<file path="src/rtl/ovs_rx_pkg.sv">
package ovs_rx_pkg;

  typedef enum logic [1:0] {
    STOP_HALF     = 2'd0,
    STOP_ONE      = 2'd1,
    STOP_ONE_HALF = 2'd2,
    STOP_TWO      = 2'd3
  } stop_len_e;

  typedef enum logic [2:0] {
    RX_IDLE   = 3'd0,
    RX_START  = 3'd1,
    RX_DATA   = 3'd2,
    RX_STOP_A = 3'd3,
    RX_STOP_B = 3'd4
  } rx_state_e;

  function automatic logic maj3(input logic a, input logic b, input logic c);
    return (a & b) | (a & c) | (b & c);
  endfunction

endpackage

</file>
<file path="src/rtl/ovs_rx_sync.sv">
module ovs_rx_sync #(
  parameter int STAGES = 2
) (
  input  logic clk,
  input  logic rst_n,
  input  logic din,
  output logic line,
  output logic fall
);
  logic chain [STAGES];
  logic prev;

  always_ff @(posedge clk or negedge rst_n) begin
    if (!rst_n) begin
      for (int i = 0; i < STAGES; i++) chain[i] <= 1'b1;
      prev <= 1'b1;
    end else begin
      chain[0] <= din;
      for (int i = 1; i < STAGES; i++) chain[i] <= chain[i-1];
      prev <= chain[STAGES-1];
    end
  end

  assign line = chain[STAGES-1];
  assign fall = prev & ~line;
endmodule

</file>
<file path="src/rtl/ovs_rx_vote3.sv">
module ovs_rx_vote3
  import ovs_rx_pkg::*;
#(
  parameter int CW = 6
) (
  input  logic          clk,
  input  logic          rst_n,
  input  logic          sample_en,
  input  logic          din,
  input  logic [CW-1:0] pos,
  input  logic [CW-1:0] win,
  output logic          done,
  output logic          bit_out
);
  logic          s0, s1;
  logic [CW-1:0] win1, win2;

  assign win1 = win + CW'(1);
  assign win2 = win + CW'(2);

  always_ff @(posedge clk or negedge rst_n) begin
    if (!rst_n) begin
      s0 <= 1'b1;
      s1 <= 1'b1;
    end else if (sample_en) begin
      if (pos == win)  s0 <= din;
      if (pos == win1) s1 <= din;
    end
  end

  assign done    = sample_en && (pos == win2);
  assign bit_out = maj3(s0, s1, din);
endmodule

</file>
<file path="src/rtl/ovs_rx_ctl.sv">
module ovs_rx_ctl
  import ovs_rx_pkg::*;
#(
  parameter int OVS = 16,
  parameter int FW  = 10,
  parameter int BCW = $clog2(FW + 1)
) (
  input  logic           clk,
  input  logic           rst_n,
  input  logic           tick,
  input  logic           line,
  input  logic           fall,
  input  logic           run,
  input  logic           rx_en,
  input  logic           wake_mode,
  input  logic [BCW-1:0] bit_count,
  input  logic [1:0]     stop_len,
  output logic           push,
  output logic [FW-1:0]  push_data,
  output logic           frame_err,
  output logic           busy,
  output logic           wake_q
);
  localparam int CW       = $clog2(2 * OVS) + 1;
  localparam int IW       = $clog2(FW);
  localparam int WAKE_BIT = FW - 2;
  localparam logic [CW-1:0] W_START = CW'(1);
  localparam logic [CW-1:0] W_MID   = CW'(OVS / 2 - 1);
  localparam logic [CW-1:0] W_HALF  = CW'(OVS / 4 - 1);
  localparam logic [CW-1:0] W_LATE  = CW'(OVS - 1);
  localparam logic [CW-1:0] W_NONE  = '1;
  localparam logic [CW-1:0] BIT_END = CW'(OVS);

  rx_state_e     state;
  stop_len_e     stop_q;
  logic [CW-1:0] samp, samp_n, win;
  logic [IW-1:0] idx, last_idx;
  logic [FW-1:0] shreg;
  logic          err_acc, push_q, ferr_q;
  logic          active, v_done, v_bit;

  assign active = run & rx_en;
  assign samp_n = samp + CW'(1);

  always_comb begin
    unique case (state)
      RX_START:  win = W_START;
      RX_DATA:   win = W_MID;
      RX_STOP_A: begin
        unique case (stop_q)
          STOP_HALF:     win = W_HALF;
          STOP_ONE_HALF: win = W_LATE;
          default:       win = W_MID;
        endcase
      end
      RX_STOP_B: win = W_MID;
      default:   win = W_NONE;
    endcase
  end

  ovs_rx_vote3 #(.CW(CW)) u_vote (
    .clk      (clk),
    .rst_n    (rst_n),
    .sample_en(tick && (state != RX_IDLE)),
    .din      (line),
    .pos      (samp_n),
    .win      (win),
    .done     (v_done),
    .bit_out  (v_bit)
  );

  always_ff @(posedge clk or negedge rst_n) begin
    if (!rst_n) begin
      state    <= RX_IDLE;
      stop_q   <= STOP_ONE;
      wake_q   <= 1'b0;
      samp     <= '0;
      idx      <= '0;
      last_idx <= '0;
      shreg    <= '0;
      err_acc  <= 1'b0;
      push_q   <= 1'b0;
      ferr_q   <= 1'b0;
    end else begin
      push_q <= 1'b0;
      ferr_q <= 1'b0;
      if (!active) begin
        state <= RX_IDLE;
      end else begin
        unique case (state)
          RX_IDLE: begin
            if (fall) begin
              state   <= RX_START;
              samp    <= '0;
              idx     <= '0;
              shreg   <= '0;
              err_acc <= 1'b0;
              stop_q  <= stop_len_e'(stop_len);
              wake_q  <= wake_mode;
              if (bit_count == '0)             last_idx <= '0;
              else if (bit_count > BCW'(FW))   last_idx <= IW'(FW - 1);
              else                             last_idx <= IW'(bit_count - BCW'(1));
            end
          end
          RX_START: if (tick) begin
            samp <= samp_n;
            if (v_done && v_bit) begin
              state <= RX_IDLE;
            end else if (samp_n == BIT_END) begin
              state <= RX_DATA;
              samp  <= '0;
            end
          end
          RX_DATA: if (tick) begin
            samp <= samp_n;
            if (v_done) shreg[idx] <= v_bit;
            if (samp_n == BIT_END) begin
              samp <= '0;
              if (idx == last_idx) state <= RX_STOP_A;
              else                 idx   <= idx + IW'(1);
            end
          end
          RX_STOP_A: if (tick) begin
            samp <= samp_n;
            if (v_done) begin
              if (stop_q == STOP_TWO) begin
                err_acc <= ~v_bit;
              end else begin
                state  <= RX_IDLE;
                push_q <= ~wake_q | shreg[WAKE_BIT];
                ferr_q <= ~v_bit;
              end
            end
            if (stop_q == STOP_TWO && samp_n == BIT_END) begin
              state <= RX_STOP_B;
              samp  <= '0;
            end
          end
          RX_STOP_B: if (tick) begin
            samp <= samp_n;
            if (v_done) begin
              state  <= RX_IDLE;
              push_q <= ~wake_q | shreg[WAKE_BIT];
              ferr_q <= err_acc | ~v_bit;
            end
          end
          default: state <= RX_IDLE;
        endcase
      end
    end
  end

  assign push      = push_q;
  assign push_data = shreg;
  assign frame_err = ferr_q;
  assign busy      = (state != RX_IDLE);
endmodule

</file>
<file path="src/rtl/ovs_uart_rx.sv">
module ovs_uart_rx
  import ovs_rx_pkg::*;
#(
  parameter int OVS         = 16,
  parameter int FW          = 10,
  parameter int SYNC_STAGES = 2
) (
  input  logic          clk,
  input  logic          rst_n,
  input  logic          tick_16x,
  input  logic          rxd,
  input  logic          run,
  input  logic          rx_en,
  input  logic          wake_mode,
  input  logic [3:0]    bit_count,
  input  logic [1:0]    stop_len,
  output logic          out_valid,
  input  logic          out_ready,
  output logic [FW-1:0] out_data,
  output logic          frame_err
);
  logic          line, fall, push, busy, wake_q;
  logic [FW-1:0] push_data;

  ovs_rx_sync #(.STAGES(SYNC_STAGES)) u_sync (
    .clk  (clk),
    .rst_n(rst_n),
    .din  (rxd),
    .line (line),
    .fall (fall)
  );

  ovs_rx_ctl #(.OVS(OVS), .FW(FW), .BCW(4)) u_ctl (
    .clk      (clk),
    .rst_n    (rst_n),
    .tick     (tick_16x),
    .line     (line),
    .fall     (fall),
    .run      (run),
    .rx_en    (rx_en),
    .wake_mode(wake_mode),
    .bit_count(bit_count),
    .stop_len (stop_len),
    .push     (push),
    .push_data(push_data),
    .frame_err(frame_err),
    .busy     (busy),
    .wake_q   (wake_q)
  );

  always_ff @(posedge clk or negedge rst_n) begin
    if (!rst_n) begin
      out_valid <= 1'b0;
      out_data  <= '0;
    end else if (push) begin
      out_valid <= 1'b1;
      out_data  <= push_data;
    end else if (out_valid && out_ready) begin
      out_valid <= 1'b0;
    end
  end
endmodule

</file>
<file path="config.mk">
export PLATFORM = sky130hd
export DESIGN_NAME = ovs_uart_rx
export DESIGN_NICKNAME = d
export VERILOG_FILES = /design/src/rtl/ovs_rx_pkg.sv /design/src/rtl/ovs_rx_sync.sv /design/src/rtl/ovs_rx_vote3.sv /design/src/rtl/ovs_rx_ctl.sv /design/src/rtl/ovs_uart_rx.sv
export SDC_FILE = /design/constraint.sdc
export NUM_CORES = 1
export LEC_CHECK = 0
export BUFFER_PORTS_ARGS = -buffer_cell sky130_fd_sc_hd__buf_2
export CAP_MARGIN = 25
export CORE_AREA = 2 2 87 81
export CTS_CLUSTER_DIAMETER = 200
export DETAILED_ROUTE_END_ITERATION = 16
export DIE_AREA = 0 0 89 83
export GPL_TIMING_DRIVEN = 0
export PLACE_DENSITY_LB_ADDON = 0.12
export SLEW_MARGIN = 25
export SYNTH_ARGS = -nofsm -noshare
export SYNTH_HDL_FRONTEND = slang
export SYNTH_SLANG_ARGS = --single-unit
export TNS_END_PERCENT = 50
</file>
<file path="constraint.sdc">
create_clock -name clk -period 6.15 [get_ports clk]
set_clock_uncertainty 0.1 [all_clocks]
set_input_delay 1.23 -clock clk [delete_from_list [all_inputs] [get_ports clk]]
set_output_delay 1.23 -clock clk [all_outputs]
set_load 0.02 [all_outputs]
</file>
==> results.sh, run 1 <==
export IMPL_synth_warnings=0
export IMPL_antenna_left=0
export IMPL_fillers=641
export IMPL_critPathCaptureType="flip-flop"
export IMPL_path_class="flip-flop to flip-flop"
export IMPL_netlist_area_leader_share_pct=38.0
export IMPL_root_buffer="clkbuf_8"
export IMPL_grt_use_total_pct=17.8
export IMPL_ys_async_sr_fraction_pct=100
export IMPL_hold_depth=0
export IMPL_ir_drop_mv=0.112
export IMPL_final_nets=335
export IMPL_dp_hpwl_mm=4.47
export IMPL_num_vias=2219
export IMPL_hold_end="u_sync.line"
export IMPL_clock_sinks=49
export IMPL_clock_latency_ns=0.30
export IMPL_crit_arrival_ns=3.10
export IMPL_rsz0062_at_grt="no"
export IMPL_die_area_mm2=0.00739
export IMPL_synth_seq_cells=49
export IMPL_worstPathCellList="clkbuf_1 > inv_1 > nor2_1 > nand2_1 > ha_1 > xnor2_1 > mux2i_2 > and2_4 > buf_8 > nand4_1 > a32o_1"
export IMPL_grt_max_degree=50
export IMPL_r2r_start="u_ctl.state[0]"
export IMPL_fmax_mhz=332
export IMPL_post_cts_resize_count=0
export IMPL_slew_viol_final=0
export IMPL_syn_area_per_cell_um2=10.1
export IMPL_design_core_area_mm2=0.00645
export IMPL_numPortBuffers=25
export IMPL_area_growth_pct=12.7
export IMPL_slowest_stage="dfrtp_1"
export IMPL_seq_area_frac_synth_pct=43.6
export IMPL_finalSetupViolCount=0
export IMPL_status="complete, no violations"
export IMPL_drt_iter0_drc=191
export IMPL_die_x_um=89
export IMPL_holdCritPathClass="flip-flop to flip-flop"
export IMPL_synth_cell_type_count=55
export IMPL_initial_core_util_pct=43.9
export IMPL_overflow=0
export IMPL_p_leak_nw=1.42
export IMPL_die_y_um=83
export IMPL_postCtsSetupBuffers=0
export IMPL_postSynthNetCount=303
export IMPL_worstMarginPinSlew_ns=0.623
export IMPL_fin_ws_ns=3.14
export IMPL_pre_cts_slack_ns=3.06
export IMPL_hold_violations=0
export IMPL_routedWlPerCell_um=15.1
export IMPL_crit_required_ns=6.25
export IMPL_start_kind="flip-flop"
export IMPL_grt_pass1_wl_mm=10.4
export IMPL_timing_rr_end="u_ctl.push_data[6]"
export IMPL_synth_edf_count=0
export IMPL_numCtsBuffers=5
export IMPL_wirelength_mm=6.09
export IMPL_cts_max_level=2
export IMPL_gp_congestion=0.884
export IMPL_final_setup_tns_ns=0
export IMPL_syn_inst=281
export IMPL_antenna_found_initial=0
export IMPL_synthTopCellsByCount="dfrtp_1, nand2_1, o21ai_0, a21oi_1, mux2_2"
export IMPL_drive_above_1_share_pct=22.6
export IMPL_cts_buffer_depth=2
export IMPL_slowest_delay_ns=0.46
export IMPL_power_density_mw_per_mm2=211
export IMPL_via_per_inst=5.49
export IMPL_rows=28
export IMPL_critPathMaxFanout=10
export IMPL_total_power_uw=674
export IMPL_synth_largest_area_cell="dfrtp_1"
export IMPL_relSlewSlack_pct=58.2
export IMPL_clk_pin_slew_ns=0.10
export IMPL_tritoncts="done"
export IMPL_synth_area_leaders="dfrtp_1, mux2_2, dfstp_2"
export IMPL_holdCritStartpoint="u_sync.chain[1]"
export IMPL_diodes=0
export IMPL_timing_final_crit_share_pct=48.9
export IMPL_syn_cell_area_mm2=0.00283
export IMPL_drv_cap=0
export IMPL_r2r_cells=11
export IMPL_num_io_pins=26
export IMPL_period_needed_ns=3.01
export IMPL_ff2ff_setup_slack_ns=3.14
export IMPL_synth_most_common_cell="dfrtp_1"
export IMPL_drcViolationCount=0
export IMPL_cts_hold_buffers_added=0
export IMPL_synth_ff_type="dfrtp_1"
export IMPL_drt_pass1_iter_count=4
export IMPL_grt_pass1_vias=2048
cell type report:
class,count,area [µm²],area share [%]
clock inverter,2,37.5,1.18
timing repair buffer,25,128,4.00
tap,90,113,3.53
clock buffer,6,82.6,2.59
multi-input combinational,211,1490,46.8
sequential,49,1230,38.7
inverter,10,37.5,1.18
buffer,11,67.6,2.12
sequential cells by signal, summed over array words and instances (netlist names), 2 cells and up:
name / count
u_ctl.last_idx: 4
out_data: 10
u_ctl.state: 3
u_ctl.push_data: 10
u_ctl.stop_q: 2
u_ctl.samp: 6
u_ctl.idx: 4
worst max path at each step:
stage                              start                 end  slack [ns]  cells after the start
after global placement               run     u_ctl.stop_q[1]        3.08                      6
final                     u_ctl.state[0]  u_ctl.push_data[6]        3.14                     11
after global routing      u_ctl.state[0]  u_ctl.push_data[6]        2.87                     11
after detailed placement             run     u_ctl.stop_q[1]        3.06                      6
after CTS                 u_ctl.state[0]  u_ctl.push_data[6]        3.11                     11
after floorplan                      run     u_ctl.stop_q[1]        3.43                      5
metal layers:
metal  routed length [µm]  GRT usage (%)  part of all wire [%]  vias up
li1                     -              -                     -     1101
met4                   40           4.07                  0.66        0
met1                 3250           29.5                    53     1064
met2                 2490           23.4                    41       52
met3                  313           3.38                   5.1        2
met5                    0              0                     0        -
layout by cell type, fill, tap and decap left out, types with 8 or more instances in the layout:
cell      Yosys  layout
nand2_1      21      21
nor2_1       13      13
buf_2         0      24
xnor2_1      10      10
mux2_2       15      15
nand4_1      12      12
inv_1        10      10
a32o_1        9       9
nand3_1      11      11
clkbuf_1      8       8
dfrtp_1      43      43
a21oi_1      16      16
ha_1          8       8
o21ai_0      21      21
critical path: cells and delay by family (launching register included):
family / cells / cell delay [ns]
buffers and inverters: 3 / 0.62
AO/OA/AOI/OAI: 1 / 0.28
AND/OR/NAND/NOR: 4 / 0.64
adder cells (fa/ha/maj): 1 / 0.22
XOR/XNOR: 1 / 0.24
multiplexers: 1 / 0.36
flip-flops: 1 / 0.46
where the power goes:
group          switching [mW]  internal (mW)
Combinational          0.0447         0.0321
Sequential             0.0158          0.339
Clock                   0.110          0.132
Total                   0.170          0.503
cells by family after synthesis:
family	synth area share, %
AO/OA/AOI/OAI	16.4
adder cells (fa/ha/maj)	3.89
XOR/XNOR	5.48
multiplexers	8.57
AND/OR/NAND/NOR	18.4
buffers and inverters	3.71
flip-flops	43.6
stage by stage:
step                instances  hold WS (ns)  utilization (%)  cell area [µm²]
detailed placement        396         0.254             47.7             3070
global placement          396         0.251             47.6             3070
global route              404         0.270             49.5             3190
floorplan                 281         0.245                -             2830
CTS                       404         0.268             49.5             3190
finish                    404         0.268             49.5             3190
Note: power is estimated with default switching activity, not from simulation.
==> run 2: changes to the inputs <==
==> constraint.sdc (replaced) <==
create_clock -name clk -period 2.7 [get_ports clk]
set_clock_uncertainty 0.1 [all_clocks]
set_input_delay 0.54 -clock clk [delete_from_list [all_inputs] [get_ports clk]]
set_output_delay 0.54 -clock clk [all_outputs]
set_load 0.02 [all_outputs]
==> run 2 against run 1 <==
Core utilization up 1.1 points. Sequential share of layout area decreased by 0.78 points. Fmax is 15% higher. First-iteration DRC count is 22% lower. Global-route usage is 0.10 points higher. Sequential cell count unchanged. Clock-buffer cell count is the same. Combinational power up 140%. Hold slack worse by 0.13 ns. Largest cell class unchanged.
==> results.sh, run 2 (synthesized netlist as in run 1, its figures left out) <==
export IMPL_p_leak_nw=1.46
export IMPL_fin_ws_ns=0.0948
export IMPL_worstPathCellList="buf_6 > or3b_4 > ha_2 > xnor2_2 > mux2i_2 > and2_4 > buf_8 > nand4_1 > a32o_1"
export IMPL_root_buffer="clkbuf_8"
export IMPL_placed_cell_area_mm2=0.00307
export IMPL_layout_common_cells="dfrtp_1, buf_2, nand2_1"
export IMPL_final_nets=340
export IMPL_status="complete, no violations"
export IMPL_holdCritPathClass="primary input to asynchronous set/reset pin"
export IMPL_numPortBuffers=25
export IMPL_grt_pass1_vias=2058
export IMPL_rsz0062_at_grt="yes"
export IMPL_drt_iter0_drc=149
export IMPL_grt_use_total_pct=17.9
export IMPL_crit_arrival_ns=2.70
export IMPL_pre_cts_slack_ns=-0.310
export IMPL_mostFrequentLayoutCell="dfrtp_1"
export IMPL_period_needed_ns=2.61
export IMPL_total_power_mw=1.55
export IMPL_routedWlPerCell_um=15.2
export IMPL_die_area_mm2=0.00739
export IMPL_gp_congestion=0.884
export IMPL_wirelength_mm=6.20
export IMPL_antenna_left=0
export IMPL_clock_sinks=49
export IMPL_numCtsBuffers=5
export IMPL_design_core_area_mm2=0.00645
export IMPL_rows=28
export IMPL_relSlewSlack_pct=58.4
export IMPL_slowest_stage="or3b_4"
export IMPL_overflow=0
export IMPL_drcViolationCount=0
export IMPL_num_vias=2229
export IMPL_cp_num_buf_inv=2
export IMPL_die_x_um=89
export IMPL_tritoncts="done"
export IMPL_worstMarginPinSlew_ns=0.623
export IMPL_cpLargestDelayFamily="simple AND/OR/NAND/NOR gates"
export IMPL_timing_final_crit_share_pct=96.5
export IMPL_die_y_um=83
export IMPL_critPathCaptureType="flip-flop"
export IMPL_drv_cap=0
export IMPL_dp_hpwl_mm=4.47
export IMPL_post_place_cells=396
export IMPL_fillers=628
export IMPL_clock_latency_ns=0.30
export IMPL_critPathMaxFanout=10
export IMPL_crit_required_ns=2.80
export IMPL_hold_violations=0
export IMPL_grt_max_degree=50
export IMPL_clk_pin_slew_ns=0.09
export IMPL_slowest_delay_ns=0.41
export IMPL_area_growth_pct=15.2
export IMPL_finalSetupViolCount=0
export IMPL_final_cells=409
export IMPL_grt_pass1_wl_mm=10.5
export IMPL_via_per_inst=5.45
export IMPL_whs_ns=0.142
export IMPL_cts_buffer_depth=2
export IMPL_slew_viol_final=0
export IMPL_ir_drop_mv=0.257
export IMPL_stdcell_area_mm2=0.00326
export IMPL_drive_above_1_share_pct=26.0
export IMPL_initial_core_util_pct=43.9
export IMPL_drt_pass1_iter_count=4
export IMPL_diodes=0
export IMPL_power_density_mw_per_mm2=475
export IMPL_fmax_mhz=384
export IMPL_path_class="flip-flop to flip-flop"
export IMPL_antenna_found_initial=0
export IMPL_num_io_pins=26
export IMPL_cts_max_level=2
export IMPL_start_kind="flip-flop"
## run 2: cell count changes in the layout (fill, tap and decap cells not counted), sizes merged
cell,previous run,this run
clkbuf,14,13
buf,28,34
## run 2: report_power, final
part	internal [mW]	switching [mW]
combinational	0.0818	0.106
clock	0.301	0.251
sequential	0.772	0.0354
total	1.16	0.392
## run 2: metal layers
layer | routed length, µm | vias to the layer above | track usage (%) | share of wire, %
met1 | 3200 | 1053 | 29.5 | 52
met3 | 403 | 4 | 3.58 | 6.5
met2 | 2550 | 66 | 23.7 | 41
li1 | - | 1106 | - | -
met4 | 47 | 0 | 4.07 | 0.76
met5 | 0 | - | 0 | 0
## run 2: cell type report
class	instances	area, µm²	share of cell area, %
multi-input combinational	211	1520	46.5
inverter	10	37.5	1.15
clock buffer	6	82.6	2.53
tap	90	113	3.45
timing repair buffer	30	165	5.07
clock inverter	2	37.5	1.15
sequential	49	1230	37.9
buffer	11	75.1	2.30
## run 2: timing repair
action / in CTS / in global routing
setup buffers: 3 / 2
setup endpoints to repair: 17 / 13
hold buffers: 0 / 0
resized for setup: 5 / 9
pin swaps: 1 / 7
## run 2: path summary, 6_finish.rpt
check | startpoint | slack, ns | to | depth (start not counted)
max in group asynchronous | rst_n | 1.89 | u_ctl.state[0] | 1
min | rst_n | 0.14 | u_ctl.samp[2] | 1
min reg2reg | u_sync.chain[1] | 0.27 | u_sync.line | 0
max | u_ctl.state[2] | 0.09 | u_ctl.push_data[7] | 9
min in group clk | rxd | 0.23 | u_sync.chain[1] | 1
max reg2reg | u_ctl.state[2] | 0.09 | u_ctl.push_data[7] | 9
## run 2: stage by stage
stage          TNS [ns]  util (%)
2_1_floorplan         0         -
3_3_place_gp      -3.35      47.6
3_5_place_dp      -3.61      47.7
4_1_cts               0      50.1
5_1_grt         -0.0334      50.6
6_report              0      50.6
==> run 3: changes to the inputs <==
--- a/config.mk
+++ b/config.mk
@@ -8,11 +8,9 @@
 export BUFFER_PORTS_ARGS = -buffer_cell sky130_fd_sc_hd__buf_2
 export CAP_MARGIN = 25
 export CORE_AREA = 2 2 87 81
-export CTS_CLUSTER_DIAMETER = 200
 export DETAILED_ROUTE_END_ITERATION = 16
 export DIE_AREA = 0 0 89 83
 export GPL_TIMING_DRIVEN = 0
-export PLACE_DENSITY_LB_ADDON = 0.12
 export SLEW_MARGIN = 25
 export SYNTH_ARGS = -nofsm -noshare
 export SYNTH_HDL_FRONTEND = slang
==> run 3 against run 2 <==
Critical path depth rose by 1. Core utilization fell by 0.058 points. Critical path type unchanged. Critical endpoint unchanged. Sequential share of layout area barely moved.
==> results.sh, run 3 (synthesized netlist as in run 1, its figures left out) <==
export IMPL_grt_pass1_vias=2198
export IMPL_worstPathCellList="buf_6 > or3b_4 > ha_2 > xnor2_1 > nand3_2 > nor2_4 > and2_4 > buf_8 > nand4_1 > a32o_1"
export IMPL_period_needed_ns=2.61
export IMPL_finalSetupViolCount=0
export IMPL_total_power_mw=1.54
export IMPL_final_cells=407
export IMPL_drt_iter0_drc=134
export IMPL_final_nets=338
export IMPL_clk_pin_slew_ns=0.10
export IMPL_fmax_mhz=383
export IMPL_fillers=629
export IMPL_cts_buffer_depth=2
export IMPL_die_x_um=89
export IMPL_num_vias=2256
export IMPL_initial_core_util_pct=43.9
export IMPL_timing_final_crit_share_pct=96.8
export IMPL_status="complete, no violations"
export IMPL_drt_pass1_iter_count=4
export IMPL_ir_drop_mv=0.251
export IMPL_power_density_mw_per_mm2=472
export IMPL_mostFrequentLayoutCell="dfrtp_1"
export IMPL_start_kind="flip-flop"
export IMPL_post_place_cells=396
export IMPL_numPortBuffers=25
export IMPL_path_class="flip-flop to flip-flop"
export IMPL_numCtsBuffers=5
export IMPL_area_growth_pct=15.0
export IMPL_dp_hpwl_mm=4.57
export IMPL_antenna_found_initial=0
export IMPL_hold_violations=0
export IMPL_drv_cap=0
export IMPL_die_y_um=83
export IMPL_grt_max_degree=50
export IMPL_num_io_pins=26
export IMPL_multi_input_area_mm2=0.00153
export IMPL_rows=28
export IMPL_slowest_stage="or3b_4"
export IMPL_slew_viol_final=0
export IMPL_grt_pass1_wl_mm=11.0
export IMPL_cts_hold_buffers_added=0
export IMPL_relSlewSlack_pct=58.2
export IMPL_cts_max_level=2
export IMPL_design_core_area_mm2=0.00645
export IMPL_grt_use_total_pct=18.7
export IMPL_gp_congestion=0.854
export IMPL_p_leak_nw=1.45
export IMPL_drcViolationCount=0
export IMPL_diodes=0
export IMPL_rsz0062_at_grt="yes"
export IMPL_routedWlPerCell_um=15.6
export IMPL_whs_ns=0.123
export IMPL_crit_required_ns=2.81
export IMPL_via_per_inst=5.54
export IMPL_slowest_delay_ns=0.41
export IMPL_crit_arrival_ns=2.73
export IMPL_critPathCaptureType="flip-flop"
export IMPL_clock_latency_ns=0.32
export IMPL_seq_area_mm2=0.00123
export IMPL_layout_common_cells="dfrtp_1, buf_2, o21ai_0, nand2_1, a21oi_1"
export IMPL_wirelength_mm=6.37
export IMPL_holdCritPathClass="primary input to asynchronous set/reset pin"
export IMPL_antenna_left=0
export IMPL_clock_sinks=49
export IMPL_die_area_mm2=0.00739
export IMPL_overflow=0
export IMPL_drive_above_1_share_pct=26.5
export IMPL_worstMarginPinSlew_ns=0.623
export IMPL_critPathMaxFanout=10
export IMPL_root_buffer="clkbuf_8"
export IMPL_tritoncts="done"
==> run 3: cell types whose count changed in the layout (fill, tap and decap cells not counted), sizes merged <==
cell	before	now
buf	34	31
clkinv	0	1
clkinvlp	1	0
inv	10	11
==> run 3: final cells by class <==
type                       count  share of cell area, %
buffer                        11                   2.31
clock buffer                   5                   2.11
clock inverter                 3                   1.34
inverter                      10                   1.15
multi-input combinational    211                   47.1
sequential                    49                   37.9
tap                           90                   3.46
timing repair buffer          28                   4.61
==> run 3: timing repair <==
action / in CTS / in global routing
resized for setup: 4 / 10
cloned: 0 / 0
pin swaps: 0 / 1
buffers inserted: 1 / 2
setup endpoints to repair: 16 / 17
==> run 3: layer usage <==
metal  vias to the layer above  wire [µm]  global-route usage [%]
li1                       1103          -                       -
met1                      1098       3130                    27.8
met2                        46       2890                    28.4
met3                         9        269                    3.88
met4                         0         74                    3.80
met5                         -          0                       0
==> run 3: power breakdown <==
part / switching, mW / leakage (nW) / internal, mW / total (mW)
clock: 0.264 / 0.0585 / 0.278 / 0.542
sequential: 0.0347 / 0.651 / 0.772 / 0.806
combinational: 0.107 / 0.742 / 0.0797 / 0.187
==> run 3: worst paths after layout <==
check | cells after the start | from | slack (ns) | endpoint
worst min register to register | 0 | u_sync.chain[1] | 0.26 | u_sync.line
worst max register to register | 10 | u_ctl.state[2] | 0.09 | u_ctl.push_data[7]
min in group clk | 1 | rxd | 0.22 | u_sync.chain[1]
worst min-delay path | 1 | rst_n | 0.12 | u_ctl.samp[1]
max in group asynchronous | 1 | rst_n | 1.90 | u_ctl.state[0]
worst max-delay path | 10 | u_ctl.state[2] | 0.09 | u_ctl.push_data[7]
==> run 3: metrics by stage <==
stage / worst slack, ns / TNS, ns / util (%) / instance area, µm²
5_1_grt: -0.0226 / -0.0781 / 50.5 / 3260
4_1_cts: 0.0150 / 0 / 49.6 / 3200
3_5_place_dp: -0.280 / -3.22 / 47.7 / 3070
6_report: 0.0864 / 0 / 50.5 / 3260
3_3_place_gp: -0.263 / -2.93 / 47.6 / 3070
2_1_floorplan: 0.157 / 0 / - / 2830
==> run 3: worst max-delay path: cells and delay by family (launching register included) <==
family / cells / cell delay (ns)
xor gates and xnor gates: 1 / 0.20
AOI/OAI and AO/OA: 1 / 0.28
and+or+nand+nor: 5 / 0.99
buffers and inverters: 2 / 0.28
DFF: 1 / 0.39
adders and majority gates: 1 / 0.29
